$ cat config.mk
export PLATFORM = sky130hd
export DESIGN_NAME = mwfifo_top
export DESIGN_NICKNAME = d
export VERILOG_FILES = /design/src/rtl/mwfifo_pkg.sv /design/src/rtl/mwfifo_ctrl.sv /design/src/rtl/mwfifo_datapath.sv /design/src/rtl/mwfifo_top.sv
export SDC_FILE = /design/constraint.sdc
export NUM_CORES = 2
export LEC_CHECK = 0
export ABC_CLOCK_PERIOD_IN_PS = 4200
export BUFFER_PORTS_ARGS = -buffer_cell sky130_fd_sc_hd__buf_2
export CORE_ASPECT_RATIO = 2
export CORE_MARGIN = 2
export CORE_UTILIZATION = 55
export DETAILED_ROUTE_END_ITERATION = 12
export PLACE_DENSITY = 0.7
export SYNTH_ARGS = -nofsm -noshare
export SYNTH_HDL_FRONTEND = slang
export SYNTH_SLANG_ARGS = --single-unit
$ cat constraint.sdc
create_clock -name clk -period 4.2 [get_ports clk]
set_clock_uncertainty 0.05 [all_clocks]
set_input_delay 0.21 -clock clk [delete_from_list [all_inputs] [get_ports clk]]
set_output_delay 0.21 -clock clk [all_outputs]
set_load 0.02 [all_outputs]
$ cat src/rtl/mwfifo_pkg.sv
package mwfifo_pkg;

  localparam int ADDR_BITS = 12;

  typedef struct packed {
    logic                 wrGo;
    logic                 rdGo;
    logic [ADDR_BITS-1:0] wrUnit;
    logic [ADDR_BITS-1:0] rdUnit;
  } mwStrobe_t;

  function automatic bit isNarrowFamily(int w);
    return (w == 1) || (w == 2) || (w == 4);
  endfunction

  function automatic bit isByteFamily(int w);
    return (w == 9) || (w == 18);
  endfunction

  function automatic bit widthsCompatible(int a, int b);
    return (isNarrowFamily(a) && isNarrowFamily(b)) ||
           (isByteFamily(a) && isByteFamily(b));
  endfunction

  function automatic int capBits(int a, int b);
    return (isByteFamily(a) && isByteFamily(b)) ? 4608 : 4096;
  endfunction

  function automatic int minOf(int a, int b);
    return (a < b) ? a : b;
  endfunction

  function automatic int maxOf(int a, int b);
    return (a > b) ? a : b;
  endfunction

  function automatic int unitCount(int a, int b);
    return capBits(a, b) / minOf(a, b);
  endfunction

  function automatic int lvlBits(int a, int b);
    return $clog2(unitCount(a, b)) + 1;
  endfunction

endpackage

$ cat src/rtl/mwfifo_ctrl.sv
module mwfifo_ctrl
  import mwfifo_pkg::*;
#(
  parameter  int WR_W = 4,
  parameter  int RD_W = 1,
  localparam int LW   = lvlBits(WR_W, RD_W)
) (
  input  logic          clk,
  input  logic          rstN,
  input  logic          wrEn,
  input  logic          rdEn,
  input  logic [LW-1:0] aeLevel,
  input  logic [LW-1:0] afLevel,
  output mwStrobe_t     strobe,
  output logic          empty,
  output logic          full,
  output logic          almostEmpty,
  output logic          almostFull
);

  localparam int MINW  = minOf(WR_W, RD_W);
  localparam int UNITS = unitCount(WR_W, RD_W);
  localparam int AW    = $clog2(UNITS);
  localparam int WSTEP = WR_W / MINW;
  localparam int RSTEP = RD_W / MINW;

  logic [AW-1:0] wrPtr;
  logic [AW-1:0] rdPtr;
  logic [LW-1:0] fill;
  logic          wrGo;
  logic          rdGo;

  // Flags follow the registered fill level, so they change on the edge
  // that performs the access.
  always_comb begin
    full        = fill > LW'(UNITS - WSTEP);
    empty       = fill < LW'(RSTEP);
    almostFull  = fill >= afLevel;
    almostEmpty = fill <= aeLevel;
    wrGo        = wrEn && !full;
    rdGo        = rdEn && !empty;
  end

  always_ff @(posedge clk or negedge rstN) begin
    if (!rstN) begin
      wrPtr <= '0;
      rdPtr <= '0;
      fill  <= '0;
    end else begin
      if (wrGo) wrPtr <= wrPtr + AW'(WSTEP);
      if (rdGo) rdPtr <= rdPtr + AW'(RSTEP);
      fill <= fill + (wrGo ? LW'(WSTEP) : LW'(0)) - (rdGo ? LW'(RSTEP) : LW'(0));
    end
  end

  always_comb begin
    strobe.wrGo   = wrGo;
    strobe.rdGo   = rdGo;
    strobe.wrUnit = ADDR_BITS'(wrPtr);
    strobe.rdUnit = ADDR_BITS'(rdPtr);
  end

  // the fill level never passes the array's unit count
  a_r5_no_overflow: assert property (@(posedge clk) disable iff (!rstN)
    fill <= LW'(UNITS));

  // the two end flags are never 1 together
  a_r6_not_full_and_empty: assert property (@(posedge clk) disable iff (!rstN)
    !(full && empty));

  // a blocked write moves no write pointer
  a_r8_full_holds_wrptr: assert property (@(posedge clk) disable iff (!rstN)
    full |=> $stable(wrPtr));

  // a blocked read moves no read pointer
  a_r9_empty_holds_rdptr: assert property (@(posedge clk) disable iff (!rstN)
    empty |=> $stable(rdPtr));

  // an accepted read and write in one cycle change the fill level by the net step
  a_r10_net_step: assert property (@(posedge clk) disable iff (!rstN)
    (wrGo && rdGo) |=> (int'(fill) == int'($past(fill)) + WSTEP - RSTEP));

endmodule

$ cat src/rtl/mwfifo_datapath.sv
module mwfifo_datapath
  import mwfifo_pkg::*;
#(
  parameter int WR_W = 4,
  parameter int RD_W = 1
) (
  input  logic            clk,
  input  logic            rstN,
  input  mwStrobe_t       strobe,
  input  logic [WR_W-1:0] wrData,
  output logic [RD_W-1:0] rdData
);

  localparam int MINW = minOf(WR_W, RD_W);
  localparam int MAXW = maxOf(WR_W, RD_W);
  localparam int SUBS = MAXW / MINW;
  localparam int ROWS = capBits(WR_W, RD_W) / MAXW;
  localparam int RB   = $clog2(ROWS);

  // One row holds one word of the wider port. The narrower port addresses
  // sub-words inside a row, with sub-word 0 in the least-significant bits.
  logic [MAXW-1:0] mem [ROWS];

  logic [RB-1:0] wrRow;
  logic [RB-1:0] rdRow;
  int            wrOff;
  int            rdOff;

  always_comb begin
    wrRow = RB'(int'(strobe.wrUnit) / SUBS);
    rdRow = RB'(int'(strobe.rdUnit) / SUBS);
    wrOff = (int'(strobe.wrUnit) % SUBS) * MINW;
    rdOff = (int'(strobe.rdUnit) % SUBS) * MINW;
  end

  always_ff @(posedge clk) begin
    if (strobe.wrGo) mem[wrRow][wrOff +: WR_W] <= wrData;
  end

  always_ff @(posedge clk or negedge rstN) begin
    if (!rstN) rdData <= '0;
    else if (strobe.rdGo) rdData <= mem[rdRow][rdOff +: RD_W];
  end

  // the read register moves only when a read is accepted
  a_r11_hold_without_read: assert property (@(posedge clk) disable iff (!rstN)
    !strobe.rdGo |=> $stable(rdData));

endmodule

$ cat src/rtl/mwfifo_top.sv
module mwfifo_top
  import mwfifo_pkg::*;
#(
  parameter  int WR_W = 4,
  parameter  int RD_W = 1,
  localparam int LW   = lvlBits(WR_W, RD_W)
) (
  input  logic            clk,
  input  logic            rstN,
  input  logic            wrEn,
  input  logic [WR_W-1:0] wrData,
  input  logic            rdEn,
  output logic [RD_W-1:0] rdData,
  input  logic [LW-1:0]   aeLevel,
  input  logic [LW-1:0]   afLevel,
  output logic            empty,
  output logic            full,
  output logic            almostEmpty,
  output logic            almostFull
);

  // both widths must come from the same family
  if (!widthsCompatible(WR_W, RD_W)) begin : g_badWidths
    $error("mwfifo_top: write width and read width belong to different families");
  end

  mwStrobe_t strobe;

  mwfifo_ctrl #(.WR_W(WR_W), .RD_W(RD_W)) u_ctrl (
    .clk         (clk),
    .rstN        (rstN),
    .wrEn        (wrEn),
    .rdEn        (rdEn),
    .aeLevel     (aeLevel),
    .afLevel     (afLevel),
    .strobe      (strobe),
    .empty       (empty),
    .full        (full),
    .almostEmpty (almostEmpty),
    .almostFull  (almostFull)
  );

  mwfifo_datapath #(.WR_W(WR_W), .RD_W(RD_W)) u_data (
    .clk    (clk),
    .rstN   (rstN),
    .strobe (strobe),
    .wrData (wrData),
    .rdData (rdData)
  );

endmodule

# Yosys cells after proc, flatten, opt, wreduce, memory -nomap -nowiden
# Memory sizes are Yosys's and may differ from the RTL's.
# Cells that the tools add are included.
# word_totals
reg_bits,38
latch_bits,0
ram_bits,4096
mem_bits_ro,0
input_bits,34
out_inout_bits,5
wordCells,25
n_memories,1
# memory_table
name,depth,width,rd,rd_clocked_by_memory_dff,write_ports,line_no,text
u_data.mem,1024,4,1,0,1,mwfifo_datapath.sv:22,logic [MAXW-1:0] mem [ROWS];
# op_classes
n_addsub,5
multipliers,0
div_mod_pow,0
magnitude_cmp,4
eq_ne,0
shift,3
muxes,4
n_bitwise,0
reduce_logical,4
# op_table
op,n
negation 2 -> 33 bit,1
"variable shift 4 x 33 -> 4 bit, first input constant",1
variable part select 4 x 33 -> 4 bit,1
adder 13 bit,1
>= comparator 13 bit,1
"greater-than comparator 13 x 12 -> 1 bit, second input constant",1
less-or-equal comparator 13 bit,1
"less-than comparator 13 x 1 -> 1 bit, second input constant",1
subtractor 13 bit,1
"adder 12 x 1 -> 12 bit, second input constant",1
"adder 12 x 3 -> 12 bit, second input constant",1
two-way mux 4 bit,1
variable part select 4 x 3 -> 1 bit,1
two-way mux 3 bit,1
logical AND 1 bit,2
logical NOT 1 bit,2
two-way mux 1 bit,2

# Depth between registers and ports, before layout
# logic_depth
ltp_word,6
ltp_mapped,23

# Hierarchy
# A second synthesis with hierarchy kept.
# unflattened
hier_cells,13120
hier_area_um2,186609.0
# modules_own_cells
mod,instances,cells_each,area_each_um2,seq_area_each_um2
mwfifo_datapath,1,12817,183735.0,123023.0
mwfifo_ctrl,1,303,2874.0,875.8

# Worst setup path after synthesis
# Ideal clock, no wire load.
# synth_timing
path_kind,reg-to-reg
startpoint,register u_ctrl.fill[3]
endpoint,register u_ctrl.fill[11]
setup_time_ns,0.122
arrival_time_ns,3.671
setup_slack_ns,0.356
stages_incl_launch_ff,24
period_less_slack_ns,3.844
path_cell_list,dfrtp_1 inv_1 ha_1 nand2_1 o41ai_1 nand2_1 a21oi_1 nor2b_1 clkbuf_1 ha_1 inv_1 ha_1 inv_1 fa_1 nand2b_1 a21oi_1 o21ai_0 a21oi_1 o21ai_0 a21oi_1 o21ai_0 a21oi_1 nor2_1 xnor2_1
# synth_rtl
item,line_no,text
"start, declared",mwfifo_ctrl.sv:29,logic [LW-1:0] fill;
"start signal, assigned",mwfifo_ctrl.sv:52,fill <= fill + (wrGo ? LW'(WSTEP) : LW'(0)) - (rdGo ? LW'(RSTEP) : LW'(0));

# Final worst setup path
# layout_timing
startpoint,register u_ctrl.rdPtr[2]
endpoint,register u_data.rdData
# layout_between
elab_chain_cells,2
# layout_rtl
item,line_no,text
"start, declared",mwfifo_ctrl.sv:28,logic [AW-1:0] rdPtr;
"start signal, assigned",mwfifo_ctrl.sv:51,if (rdGo) rdPtr <= rdPtr + AW'(RSTEP);
memory read (1024 x 4 bit),n/a,
variable part select 4 x 3 -> 1 bit,mwfifo_datapath.sv:42,else if (strobe.rdGo) rdData <= mem[rdRow][rdOff +: RD_W];
"end signal, assigned",mwfifo_datapath.sv:42,
"end, declared",mwfifo_datapath.sv:11,output logic [RD_W-1:0] rdData
# No other way between the ends.
# A chain may end at the register's enable or synchronous reset.

==> metrics <==
PwrDens about 600 nW/um2; gpl congestion 0.957; Placeable Area 295000 um2; WL met1 around 150 mm; Die Y 774 um; WHS ~0.24 ns; WP depth 10; GRT overflow 0; vias in the first global route 88729; synth top area cells edfxtp_1 (75%), mux4_2 (14%), nor2_1 (2.5%); crit share post-route 101%; asr flop ratio synth 0.871%; crit end category flip-flop; # IOs 39; dpl cell area 173000 um2; detailed route wirelength on metal3 roughly 45 mm; r2r setup slk -0.04 ns; syn avg cell area 20.0 um2; Sequential Area 124000 um2; RSZ-0062 raised after global routing no; Synth cell types 66; CP top delay family multiplexers; Hold WC Path Type in -> async; outcome finished, violations left; Yosys top cell area share between 70% and 80%; Simple-Gate Fraction of Synth Area under 10%; Worst-Margin Slew roughly 1.2 ns; Synth Area in XOR/XNOR less than 1%; row cnt 282; Top Metal Used met5; Lkg Pwr 0.0576 uW; most common cell after layout, fill and taps aside edfxtp_1; CP Class reg -> reg; Synth Instances 8164; CP Max Fanout 19; Arr. time, crit path about 5.0 ns; CTS tree done; fillcell total just under 20000; post-synth net total around 8300; Period minus WS final roughly 4.2 ns; final instance area 184000 um2; die area 301000 um2; register area share after synthesis between 70% and 80%; max_slew headroom 19.7%; dpl ws -0.451 ns; 1st-iter DRT viols roughly 12000; Final Hold Fails 0; Clock Tree Buf Depth 4; initial core utilization 55.3%; CP peak stage delay 0.70 ns; startpoint types flip-flop; post-route ant nets 0; multiplexer share of the synthesized area 15.6%; Worst-Skew Late Latency roughly 0.96 ns; Clock H-tree levels 5; failing checks setup timing; FF-to-FF path depth 10; Yosys Warn Count 0; layout cells sized above 1 25.9%; initial antenna violation count 37; clock-pin transition on the worst setup and hold timing paths around 0.07 ns; combinational family with the most area after synthesis multiplexers; reg2reg start u_ctrl.rdPtr[2]; CTS Sinks roughly 4100; crit path cell chain buf_12, buf_12, buf_4, mux4_2, mux4_2, a211oi_2, buf_4, nor4_1, or4b_2, a41o_1; Crit-path slowest cell or4b_2; Post-Route WL ~480 mm; DRT Pass-1 Iters 6; detailed-route wire length per cell around 38 um; Net count, final a little under 9000; Vias per Instance 6.82; final count of negative-setup-slack endpoints 1; Post-Synth Adder-Cell Area 0.472%; area grow syn2layout 12.7%; Residual DRC 0; Yosys top cell by area edfxtp_1; area of the multi-input gates 36900 um2; Max rail drop VDD ~0.40 mV; setup TNS -0.0444 ns; WP data required 4.99 ns; synthesized cell area roughly 160000 um2; largest net degree at the start of global routing 166; first-pass GRT wire length 671 mm; Worst Setup SP u_ctrl.rdPtr[2]; most frequent cells in the layout edfxtp_1 (4096), nor2_1 (1087), mux4_2 (1015); DP Wirelength ~310 mm; Die W between 300 and 400 um; maxcap violations 0; worst r2r dst u_data.rdData; number of synthesized flops with an enable pin approximately 4100; final setup margin -0.0444 ns; Fmax around 240 MHz; CTS buffer count 338; Most used DFF post-synth edfxtp_1; flip-flop and latch count after synthesis 4132; worst path bufs/invs 4; post-synthesis compound-gate area fraction between 2 and 3%; DR WL met2 about 240 mm; max-slew violations 0; CTS root buffer clkbuf_16; port bufs 38; total track usage 32.1%; Vias 86990
cell usage after synthesis (5+ instances only):
cell type  number
a221oi_1       33
nor2_1       1094
a21oi_1       108
a2111oi_0      11
nor2b_1        26
xnor2_1        18
buf_2          90
o221ai_1       55
buf_4          73
a31oi_1        18
inv_1          55
nor3b_1         8
a22o_1         25
ha_1           60
o311ai_0        5
nand4_1        27
buf_6          13
or4_1           5
a21o_1          7
a211oi_1       24
mux2i_1       238
xor2_1         11
clkbuf_1      369
buf_1          26
nor4_1         16
or2_2           5
o21ai_0        72
mux2_2         14
nand3_1        42
and3_1          9
o21a_1         11
nand2_1       157
dfrtp_1        36
edfxtp_1     4096
nand2b_1       16
o211ai_1       10
a22oi_1       123
o22ai_1        63
mux4_2       1015
and2_1          7
nor3_1         26
worst max path at each step:
stage | end
final | u_data.rdData
after global routing | u_data.rdData
after global placement | u_data.rdData
after floorplan | u_ctrl.fill[11]
after CTS | u_data.rdData
after detailed placement | u_data.rdData
where the power goes:
part	total (uW)	leakage (uW)	internal, uW	switching [uW]
registers	45800	0.0372	45500	306
clock network	32000	0.00529	17400	14600
logic	32300	0.0151	14400	17900
registers in the layout (all words and copies together), names as in the netlist:
name           count
u_ctrl.fill       13
u_ctrl.rdPtr      12
u_ctrl.wrPtr      10
u_data.mem      4096
u_data.rdData      1
what timing repair did:
action | CTS | global route
resized for setup | 4 | 31
setup buffers | 6 | 1
endpoints found under the setup margin | 1 | 3
hold buffers | 9 | 0
hold endpoints to repair | 388 | 0
pin swaps | 1 | 3
gates cloned | 0 | 2
worst reg2reg max path, stage by stage, from the launching register on:
cell      delay [ns]
dfrtp_4         0.47
buf_12          0.24
buf_12          0.26
buf_4           0.23
mux4_2          0.50
mux4_2          0.57
a211oi_2        0.56
buf_4           0.21
nor4_1          0.10
or4b_2          0.70
a41o_1          0.27
area by class of cell:
type	instances	share of cell area, %
flip-flops and latches	4132	67.4
multi-input cells	3403	20.1
clock buffers	411	4.86
repair buffers	705	3.87
well taps	3834	2.61
clock inverters	191	1.07
inverters	58	0.118
diodes	18	0.0245
through the flow:
step                total power, uW  std cells  utilization (%)
detailed placement            78200      12114             58.5
global route                 112000      12740             62.3
CTS                          110000      12730             62.3
finish                       110000      12752             62.4
floorplan                     65300       8164                -
global placement              77900      12113             58.5
cell families after synthesis:
logic type,after synthesis
muxes,1267
and+or+nand+nor,1451
xor gates and xnor gates,29
adders and majority gates,61
DFF,4132
AOI/OAI and AO/OA,595
buffers and inverters,629
layer usage:
layer | up-vias | GRT usage, %
met5 | - | 0
met4 | 12 | 26.1
met3 | 1606 | 6.05
met2 | 5844 | 54.0
met1 | 45366 | 35.6
li1 | 34162 | -
(Power assumes the default switching activity.)
